[src/rtl/seq_pkg.sv]
package seq_pkg;

    localparam int unsigned TURN_LEN_DEF = 1113;
    localparam int unsigned SYNC_STAGES_DEF = 2;

    typedef enum logic {
        MODE_SYNC = 1'b0,
        MODE_FREE = 1'b1
    } seq_mode_e;

    typedef enum logic {
        ST_RUN  = 1'b0,
        ST_HOLD = 1'b1
    } seq_state_e;

    typedef struct packed {
        logic advance;
        logic marker;
        logic enter_hold;
        logic release_hold;
    } seq_ctrl_t;

endpackage

[src/rtl/sync_chain.sv]
module sync_chain #(
    parameter int unsigned STAGES = 2
) (
    input  logic clk,
    input  logic rst,
    input  logic async_i,
    output logic sync_o
);
    logic [STAGES-1:0] chain_q;

    generate
        for (genvar i = 0; i < STAGES; i++) begin : g_stage
            if (i == 0) begin : g_first
                always_ff @(posedge clk) begin
                    if (rst) chain_q[0] <= 1'b0;
                    else     chain_q[0] <= async_i;
                end
            end else begin : g_next
                always_ff @(posedge clk) begin
                    if (rst) chain_q[i] <= 1'b0;
                    else     chain_q[i] <= chain_q[i-1];
                end
            end
        end
    endgenerate

    assign sync_o = chain_q[STAGES-1];

endmodule

[src/rtl/bucket_counter.sv]
module bucket_counter #(
    parameter int unsigned TURN_LEN = 1113,
    localparam int unsigned CNT_W = $clog2(TURN_LEN)
) (
    input  logic             clk,
    input  logic             rst,
    input  logic             advance_i,
    output logic [CNT_W-1:0] bucket_o,
    output logic             last_o
);
    localparam logic [CNT_W-1:0] LAST = CNT_W'(TURN_LEN - 1);

    logic [CNT_W-1:0] cnt_q;

    assign last_o   = (cnt_q == LAST);
    assign bucket_o = cnt_q;

    always_ff @(posedge clk) begin
        if (rst) begin
            cnt_q <= '0;
        end else if (advance_i) begin
            cnt_q <= last_o ? '0 : cnt_q + 1'b1;
        end
    end

    // the index stays inside the turn
    a_r1_range: assert property (@(posedge clk) disable iff (rst)
        cnt_q <= LAST);

    // stepping from the last bucket lands on bucket zero
    a_r1_wrap: assert property (@(posedge clk) disable iff (rst)
        (advance_i && cnt_q == LAST) |=> (cnt_q == '0));

    // no advance request means the index is frozen
    a_r4_frozen: assert property (@(posedge clk) disable iff (rst)
        !advance_i |=> $stable(cnt_q));

endmodule

[src/rtl/hold_ctrl.sv]
module hold_ctrl
    import seq_pkg::*;
#(
    parameter int unsigned TURN_LEN = 1113,
    localparam int unsigned CNT_W = $clog2(TURN_LEN)
) (
    input  logic             clk,
    input  logic             rst,
    input  logic [CNT_W-1:0] bucket_i,
    input  logic             last_i,
    input  logic [CNT_W-1:0] ref_pos_i,
    input  logic             sync_i,
    input  logic             free_req_i,
    output logic             advance_o,
    output logic             marker_o,
    output logic             hold_o,
    output logic             lost_o
);
    seq_state_e state_q;
    seq_mode_e  mode_q;
    logic       lost_q;
    seq_ctrl_t  ctl;

    always_comb begin
        ctl              = '0;
        ctl.marker       = (state_q == ST_RUN) && (bucket_i == ref_pos_i);
        ctl.enter_hold   = ctl.marker && (mode_q == MODE_SYNC) && !sync_i;
        ctl.release_hold = (state_q == ST_HOLD) && sync_i;
        ctl.advance      = ((state_q == ST_RUN) && !ctl.enter_hold) ||
                           ctl.release_hold;
    end

    always_ff @(posedge clk) begin
        if (rst) begin
            state_q <= ST_RUN;
            mode_q  <= MODE_SYNC;
            lost_q  <= 1'b0;
        end else begin
            lost_q <= ctl.enter_hold;
            if (ctl.enter_hold)        state_q <= ST_HOLD;
            else if (ctl.release_hold) state_q <= ST_RUN;
            if (ctl.advance && last_i)
                mode_q <= free_req_i ? MODE_FREE : MODE_SYNC;
        end
    end

    assign advance_o = ctl.advance;
    assign marker_o  = ctl.marker;
    assign hold_o    = (state_q == ST_HOLD);
    assign lost_o    = lost_q;

    // a missed marker in sync mode freezes and flags
    a_r4_enter: assert property (@(posedge clk) disable iff (rst)
        (state_q == ST_RUN && mode_q == MODE_SYNC && bucket_i == ref_pos_i && !sync_i)
        |=> (hold_o && lost_o && bucket_i == $past(bucket_i)));

    // the loss flag never lasts two cycles
    a_r5_lost_single: assert property (@(posedge clk) disable iff (rst)
        lost_o |=> !lost_o);

    // the loss flag only appears together with hold
    a_r5_lost_with_hold: assert property (@(posedge clk) disable iff (rst)
        lost_o |-> hold_o);

    // a synchronized pulse during hold releases it
    a_r6_release: assert property (@(posedge clk) disable iff (rst)
        (hold_o && sync_i) |=> !hold_o);

    // freerun never holds once a hold has been left
    a_r7_free_nohold: assert property (@(posedge clk) disable iff (rst)
        (mode_q == MODE_FREE && !hold_o) |=> !hold_o);

    // the mode only changes on the wrap step
    a_r8_mode_at_wrap: assert property (@(posedge clk) disable iff (rst)
        !(advance_o && last_i) |=> $stable(mode_q));

    // no marker while frozen
    a_r2_no_marker_in_hold: assert property (@(posedge clk) disable iff (rst)
        hold_o |-> !marker_o);

endmodule

[src/rtl/turn_sequencer.sv]
module turn_sequencer
    import seq_pkg::*;
#(
    parameter int unsigned TURN_LEN = TURN_LEN_DEF,
    parameter int unsigned SYNC_STAGES = SYNC_STAGES_DEF,
    localparam int unsigned CNT_W = $clog2(TURN_LEN)
) (
    input  logic             clk,
    input  logic             rst,
    input  logic             ext_sync_i,
    input  logic             free_mode_i,
    input  logic [CNT_W-1:0] ref_pos_i,
    output logic [CNT_W-1:0] bucket_o,
    output logic             ref_pulse_o,
    output logic             hold_o,
    output logic             sync_lost_o
);
    logic             sync_s;
    logic             advance;
    logic             last;
    logic [CNT_W-1:0] bucket;

    sync_chain #(.STAGES(SYNC_STAGES)) u_sync (
        .clk     (clk),
        .rst     (rst),
        .async_i (ext_sync_i),
        .sync_o  (sync_s)
    );

    bucket_counter #(.TURN_LEN(TURN_LEN)) u_cnt (
        .clk       (clk),
        .rst       (rst),
        .advance_i (advance),
        .bucket_o  (bucket),
        .last_o    (last)
    );

    hold_ctrl #(.TURN_LEN(TURN_LEN)) u_hold (
        .clk        (clk),
        .rst        (rst),
        .bucket_i   (bucket),
        .last_i     (last),
        .ref_pos_i  (ref_pos_i),
        .sync_i     (sync_s),
        .free_req_i (free_mode_i),
        .advance_o  (advance),
        .marker_o   (ref_pulse_o),
        .hold_o     (hold_o),
        .lost_o     (sync_lost_o)
    );

    assign bucket_o = bucket;

    // release resumes at the bucket after the held one
    a_r6_resume: assert property (@(posedge clk) disable iff (rst)
        (hold_o && sync_s) |=>
        (bucket_o == (($past(bucket_o) == CNT_W'(TURN_LEN - 1)) ? '0 : $past(bucket_o) + 1'b1)));

endmodule

[config.mk]
export PLATFORM = sky130hd
export DESIGN_NAME = turn_sequencer
export DESIGN_NICKNAME = d
export VERILOG_FILES = /design/src/rtl/seq_pkg.sv /design/src/rtl/sync_chain.sv /design/src/rtl/bucket_counter.sv /design/src/rtl/hold_ctrl.sv /design/src/rtl/turn_sequencer.sv
export SDC_FILE = /design/constraint.sdc
export NUM_CORES = 1
export LEC_CHECK = 0
export CORE_UTILIZATION = 40
export CTS_CLUSTER_DIAMETER = 40
export CTS_CLUSTER_SIZE = 40
export DETAILED_ROUTE_END_ITERATION = 10
export PLACE_DENSITY = 0.7
export SLEW_MARGIN = 20
export SYNTH_ARGS = -nofsm -noshare
export SYNTH_HDL_FRONTEND = slang
export SYNTH_SLANG_ARGS = --single-unit
[constraint.sdc]
create_clock -name clk -period 2 [get_ports clk]
set_clock_uncertainty 0.15 [all_clocks]
set_input_delay 0.4 -clock clk [delete_from_list [all_inputs] [get_ports clk]]
set_output_delay 0.4 -clock clk [all_outputs]
set_load 0.02 [all_outputs]
* Word level (Yosys, flattened, before mapping)
Cells that the tools add are included.
Word-level totals: register bits after elaboration 16, input port bits 15, logic and storage cells 25
Cells by class: add/subtract/negate cells 1, mux-type cells 4, bitwise operators 2, reduce and logical (&&, ||, !) cells 10, equal/unequal tests 2
Operators with widths (number):
- 11-bit by 1-bit adder with 11-bit output, second input constant | 1
- 11-bit equality test | 1
- 11-bit equality test, second input constant | 1
- 11-bit 2-to-1 mux | 1
- 1-bit logical AND | 6
- 1-bit 2-to-1 mux | 3
- 1-bit zero test | 2
- 1-bit inverter | 2
- 2-bit nonzero test | 1
- 1-bit logical OR | 1

* Longest topological paths before layout
word-level depth 8, mapped depth 7, mapped depth without buffers 7

* Hierarchy
Synthesis repeated with hierarchy kept, for this count alone.
Unflattened totals: cells, all modules 95, area, all modules 897.1 um2
By module, submodules not included:
- bucket_counter | area each 574.3 um2, cells an instance 62, times used 1, seq. area each 220.2 um2
- hold_ctrl | area each 270.3 um2, cells an instance 29, times used 1, seq. area each 60.1 um2
- sync_chain | area each 52.6 um2, cells an instance 4, times used 1, seq. area each 40.0 um2

* Worst setup path after synthesis
Ideal clock, no wire load.
path kind register to register, from reg u_cnt.cnt_q[0], in the netlist u_cnt.bucket_o[0], to reg u_cnt.cnt_q[2], in the netlist u_cnt.bucket_o[2], path buffers 0, cell stages (with the launch flop) 8, slack -230 ps, data arrival time 1953 ps, cell sequence dfxtp_1 -> inv_1 -> ha_1 -> or4b_4 -> nor4_4 -> nor2_4 -> and3_1 -> or3_1
Between the ends: longest elaborated chain between the ends 7
Ends and longest elaborated chain:
- start: declaration | line bucket_counter.sv:13 | logic [CNT_W-1:0] cnt_q;
- start signal: assignment | line bucket_counter.sv:22 | cnt_q <= last_o ? '0 : cnt_q + 1'b1;
- parallel branches: the longest is 7 deep, another holds 11-bit by 1-bit adder with 11-bit output
Parallel ways; which one is timed is not known. A chain may end at the register's enable or synchronous reset.

* Worst setup path in the final report
from reg u_cnt.cnt_q[9], in the netlist u_cnt.bucket_o[9], to reg u_cnt.cnt_q[2], in the netlist u_cnt.bucket_o[2]
Between the ends: longest elaborated chain between the ends 7
Ends and longest elaborated chain:
- 11-bit equality test | line hold_ctrl.sv:26 | ctl.marker = (state_q == ST_RUN) && (bucket_i == ref_pos_i);
- 1-bit logical AND | line hold_ctrl.sv:26
- 1-bit logical AND (2 in series) | line hold_ctrl.sv:27 | ctl.enter_hold = ctl.marker && (mode_q == MODE_SYNC) && !sync_i;
- 1-bit zero test | line hold_ctrl.sv:29 | ctl.advance = ((state_q == ST_RUN) && !ctl.enter_hold) ||
- 1-bit logical AND | line hold_ctrl.sv:29
- 1-bit logical OR | line hold_ctrl.sv:29
Several ways; a longest one is shown, not always the timed one.

==> results.py <==
metrics = {
    "drt": {
        "vias_per_cell": 5.97,
        "drtIter0Drc": 49,
        "drc": 0,
        "post_drt_wl_per_cell_um": 18.5,
        "vias": 1260,
        "drtAntennaViolNets": 0,
        "finalWirelength_um": 3910,
        "first_pass_iters": 4,
    },
    "timing": {
        "rsz0062_at_grt": "yes",
        "slew_violations": 0,
        "postLayoutSetupSlackWorst_ns": -0.141,
        "slew_headroom": 0.628,
        "min_period_over_period": 1.07,
        "setup_viol": 4,
        "hold_ws_ns": 0.308,
        "tns_ns": -0.381,
        "min_period_ns": 2.14,
        "fmax_mhz": 467,
        "worst_pin_slew_ns": 0.557,
        "finalHoldViolCount": 0,
    },
    "worst_setup_path": {
        "start_kind": "register",
        "crit_arrival_ns": 2.18,
        "path_max_fanout": 5,
        "ff2ff_path_depth": 6,
        "required_ns": 2.04,
        "cp-end-kind": "register",
        "crit_type": "register to register",
    },
    "cts": {
        "cts_sinks": 16,
        "tritoncts": "built",
        "root_buffer": "clkbuf_4",
        "cts.clk_slew.worst_paths_ns": 0.09,
        "hold_buffers": 0,
        "cts_buffer_depth": 2,
        "clk_latency_ns": 0.30,
        "cts_made_buffers": 3,
        "htreeDepth": 1,
    },
    "synthesis": {
        "syn_inst": 124,
        "synth-simple-area-share": 0.406,
        "synth_top_area_cell": "dfxtp_1",
        "synth_cell_types": 33,
        "ys_top_cells_by_count": "dfxtp_1, nand3_1, xor2_1",
        "ys_ff_latch": 16,
        "synthAdderAreaFrac": 0.0249,
        "synth_ff_type": "dfxtp_1",
        "async_reset_ff_frac": 0,
        "synth.avg_cell_area_um2": 8.10,
        "syn_nets": 141,
        "yosys_warnings": 0,
        "synth_edf_count": 0,
        "synth_xor_area_frac": 0.0959,
        "synth_area_mm2": 0.00100,
        "seq_area_frac_synth": 0.319,
        "yosysTopAreaCellShare": 0.319,
        "yosysMostFrequentCell": "dfxtp_1",
        "synth_area_leaders": "dfxtp_1, xor2_1, nand3_1",
        "synth_compound_area_frac": 0.105,
        "synthMuxAreaShare": 0.0112,
        "synth_top_family_by_area": "simple AND/OR/NAND/NOR gates",
    },
    "min_path": {
        "holdPathStages": 1,
        "worstHoldPathType": "register to register",
    },
    "global_routing": {
        "grt_pass1_wl_um": 5690,
        "antenna_found_initial": 0,
        "grt_pass1_vias": 1217,
        "grt_max_degree": 21,
        "grtUsageTotal": 0.292,
        "grt.overflow.total": 0,
    },
    "power_and_ir_drop": {
        "p_switching_uw": 191,
        "p_leak_uw": 0.000885,
        "p_int_uw": 525,
        "power_density_mw_per_mm2": 394,
        "pwr-share-comb": 0.227,
        "seq_power_share": 0.463,
        "clkPwrFrac": 0.310,
        "p_sw_frac": 0.267,
        "worst_ir_drop_vdd_mv": 0.369,
        "total_power_uw": 716,
    },
    "finish": {
        "diodes": 0,
        "finalNetCount": 201,
        "drive_gt1_frac": 0.404,
        "syn_to_final_growth_pct": 80.7,
    },
    "floorplan": {
        "rows": 17,
        "coreArea_mm2": 0.00230,
        "fp.dieH_um": 52.1,
        "ios": 29,
        "start_util": 0.437,
        "die_w_um": 52.1,
        "dieArea_mm2": 0.00272,
    },
    "placement": {
        "gp_congestion": 0.893,
        "hpwl_um": 2370,
        "io_buffers": 28,
    },
    "run_status": {
        "violations": "setup timing",
        "outcome": "finished with violations",
    },
    "run": {
        "cap_violations": 0,
    },
}
placed cells by master (no fill, tap or decap), types with 2 or more instances in the layout:
cell type,instances
nor2b_1,4
dlymetal6s2s_1,13
and3_1,3
nand3_1,13
nor2_4,2
nor3_1,6
xor2_2,7
nor4_2,3
buf_6,4
o31ai_1,2
nand4_1,3
nor4_4,3
nand2b_1,8
clkbuf_4,3
buf_4,29
clkdlybuf4s50_1,6
inv_1,2
o211ai_1,3
a21oi_1,4
dfxtp_2,3
o31ai_2,2
nor2_1,8
xor2_1,4
dfxtp_1,12
dlygate4sd2_1,8
or4b_4,2
nand2_1,4
cell families after synthesis:
family                     count (synthesis)
AOI/OAI and AO/OA                         15
xor gates and xnor gates                  11
adders and majority gates                  2
buffers and inverters                     10
DFF                                       16
muxes                                      1
and+or+nand+nor                           69
path summary, 6_finish.rpt:
| kind | endpoint | slack [ns] | from |
|---|---|---|---|
| setup / recovery | u_cnt.bucket_o[2]$_SDFFE_PP0P_ | -0.14 | u_cnt.bucket_o[9]$_SDFFE_PP0P_ |
| setup reg to reg | u_cnt.bucket_o[2]$_SDFFE_PP0P_ | -0.14 | u_cnt.bucket_o[9]$_SDFFE_PP0P_ |
| hold / removal | u_sync.sync_o$_SDFF_PP0_ | 0.31 | u_sync.chain_q[0]$_SDFF_PP0_ |
| hold reg to reg | u_sync.sync_o$_SDFF_PP0_ | 0.31 | u_sync.chain_q[0]$_SDFF_PP0_ |
per-layer routing:
metal	track usage	wire, µm	vias to the layer above	part of all wire
met5	0	0	-	0
met4	0.140	170	0	0.044
met3	0.0526	299	20	0.077
met2	0.515	1990	86	0.51
met1	0.335	1440	593	0.37
li1	-	-	561	-
power by group through the flow:
stage	clock network, µW	registers, µW	logic (µW)
3_3_place_gp	0	340	127
6_report	222	332	163
4_1_cts	217	331	149
5_1_grt	248	333	174
2_1_floorplan	0	347	48.0
3_5_place_dp	0	341	130
per-stage QoR:
stage | instance area (µm²) | setup WS [ns] | utilization | std cells
3_5_place_dp | 1510 | -0.675 | 0.659 | 199
4_1_cts | 1690 | -0.146 | 0.734 | 210
6_report | 1820 | -0.141 | 0.790 | 211
5_1_grt | 1820 | -0.187 | 0.790 | 211
2_1_floorplan | 1020 | -0.166 | - | 124
3_3_place_gp | 1510 | -0.650 | 0.659 | 199
registers in the layout, summed over array words and instances (netlist names):
name,flops
u_cnt.bucket_o,11
u_hold.hold_o,1
u_hold.lost_o,1
u_hold.mode_q,1
u_sync.chain_q,1
u_sync.sync_o,1
repair_timing:
item | 4_1_cts | 5_1_grt
buffers inserted | 8 | 3
endpoints found under the setup margin | 12 | 19
gates resized for setup | 38 | 29
pin swaps | 11 | 13
cell type report:
cell class	instances	area [µm²]
Timing Repair Buffer	61	576
Multi-Input combinational cell	98	823
Sequential cell	16	328
Inverter	4	17.5
Tap cell	28	35.0
Clock buffer	4	36.3
Fill cell	132	482
worst max-delay path: stages, from the launching register on:
cell and delay (ns):
dfxtp_1 0.36, buf_4 0.17, or4b_4 0.50, nor4_4 0.24, nor2_4 0.07, and3_1 0.19
or3_1 0.35
No activity file was read; power rests on OpenSTA's default activity.
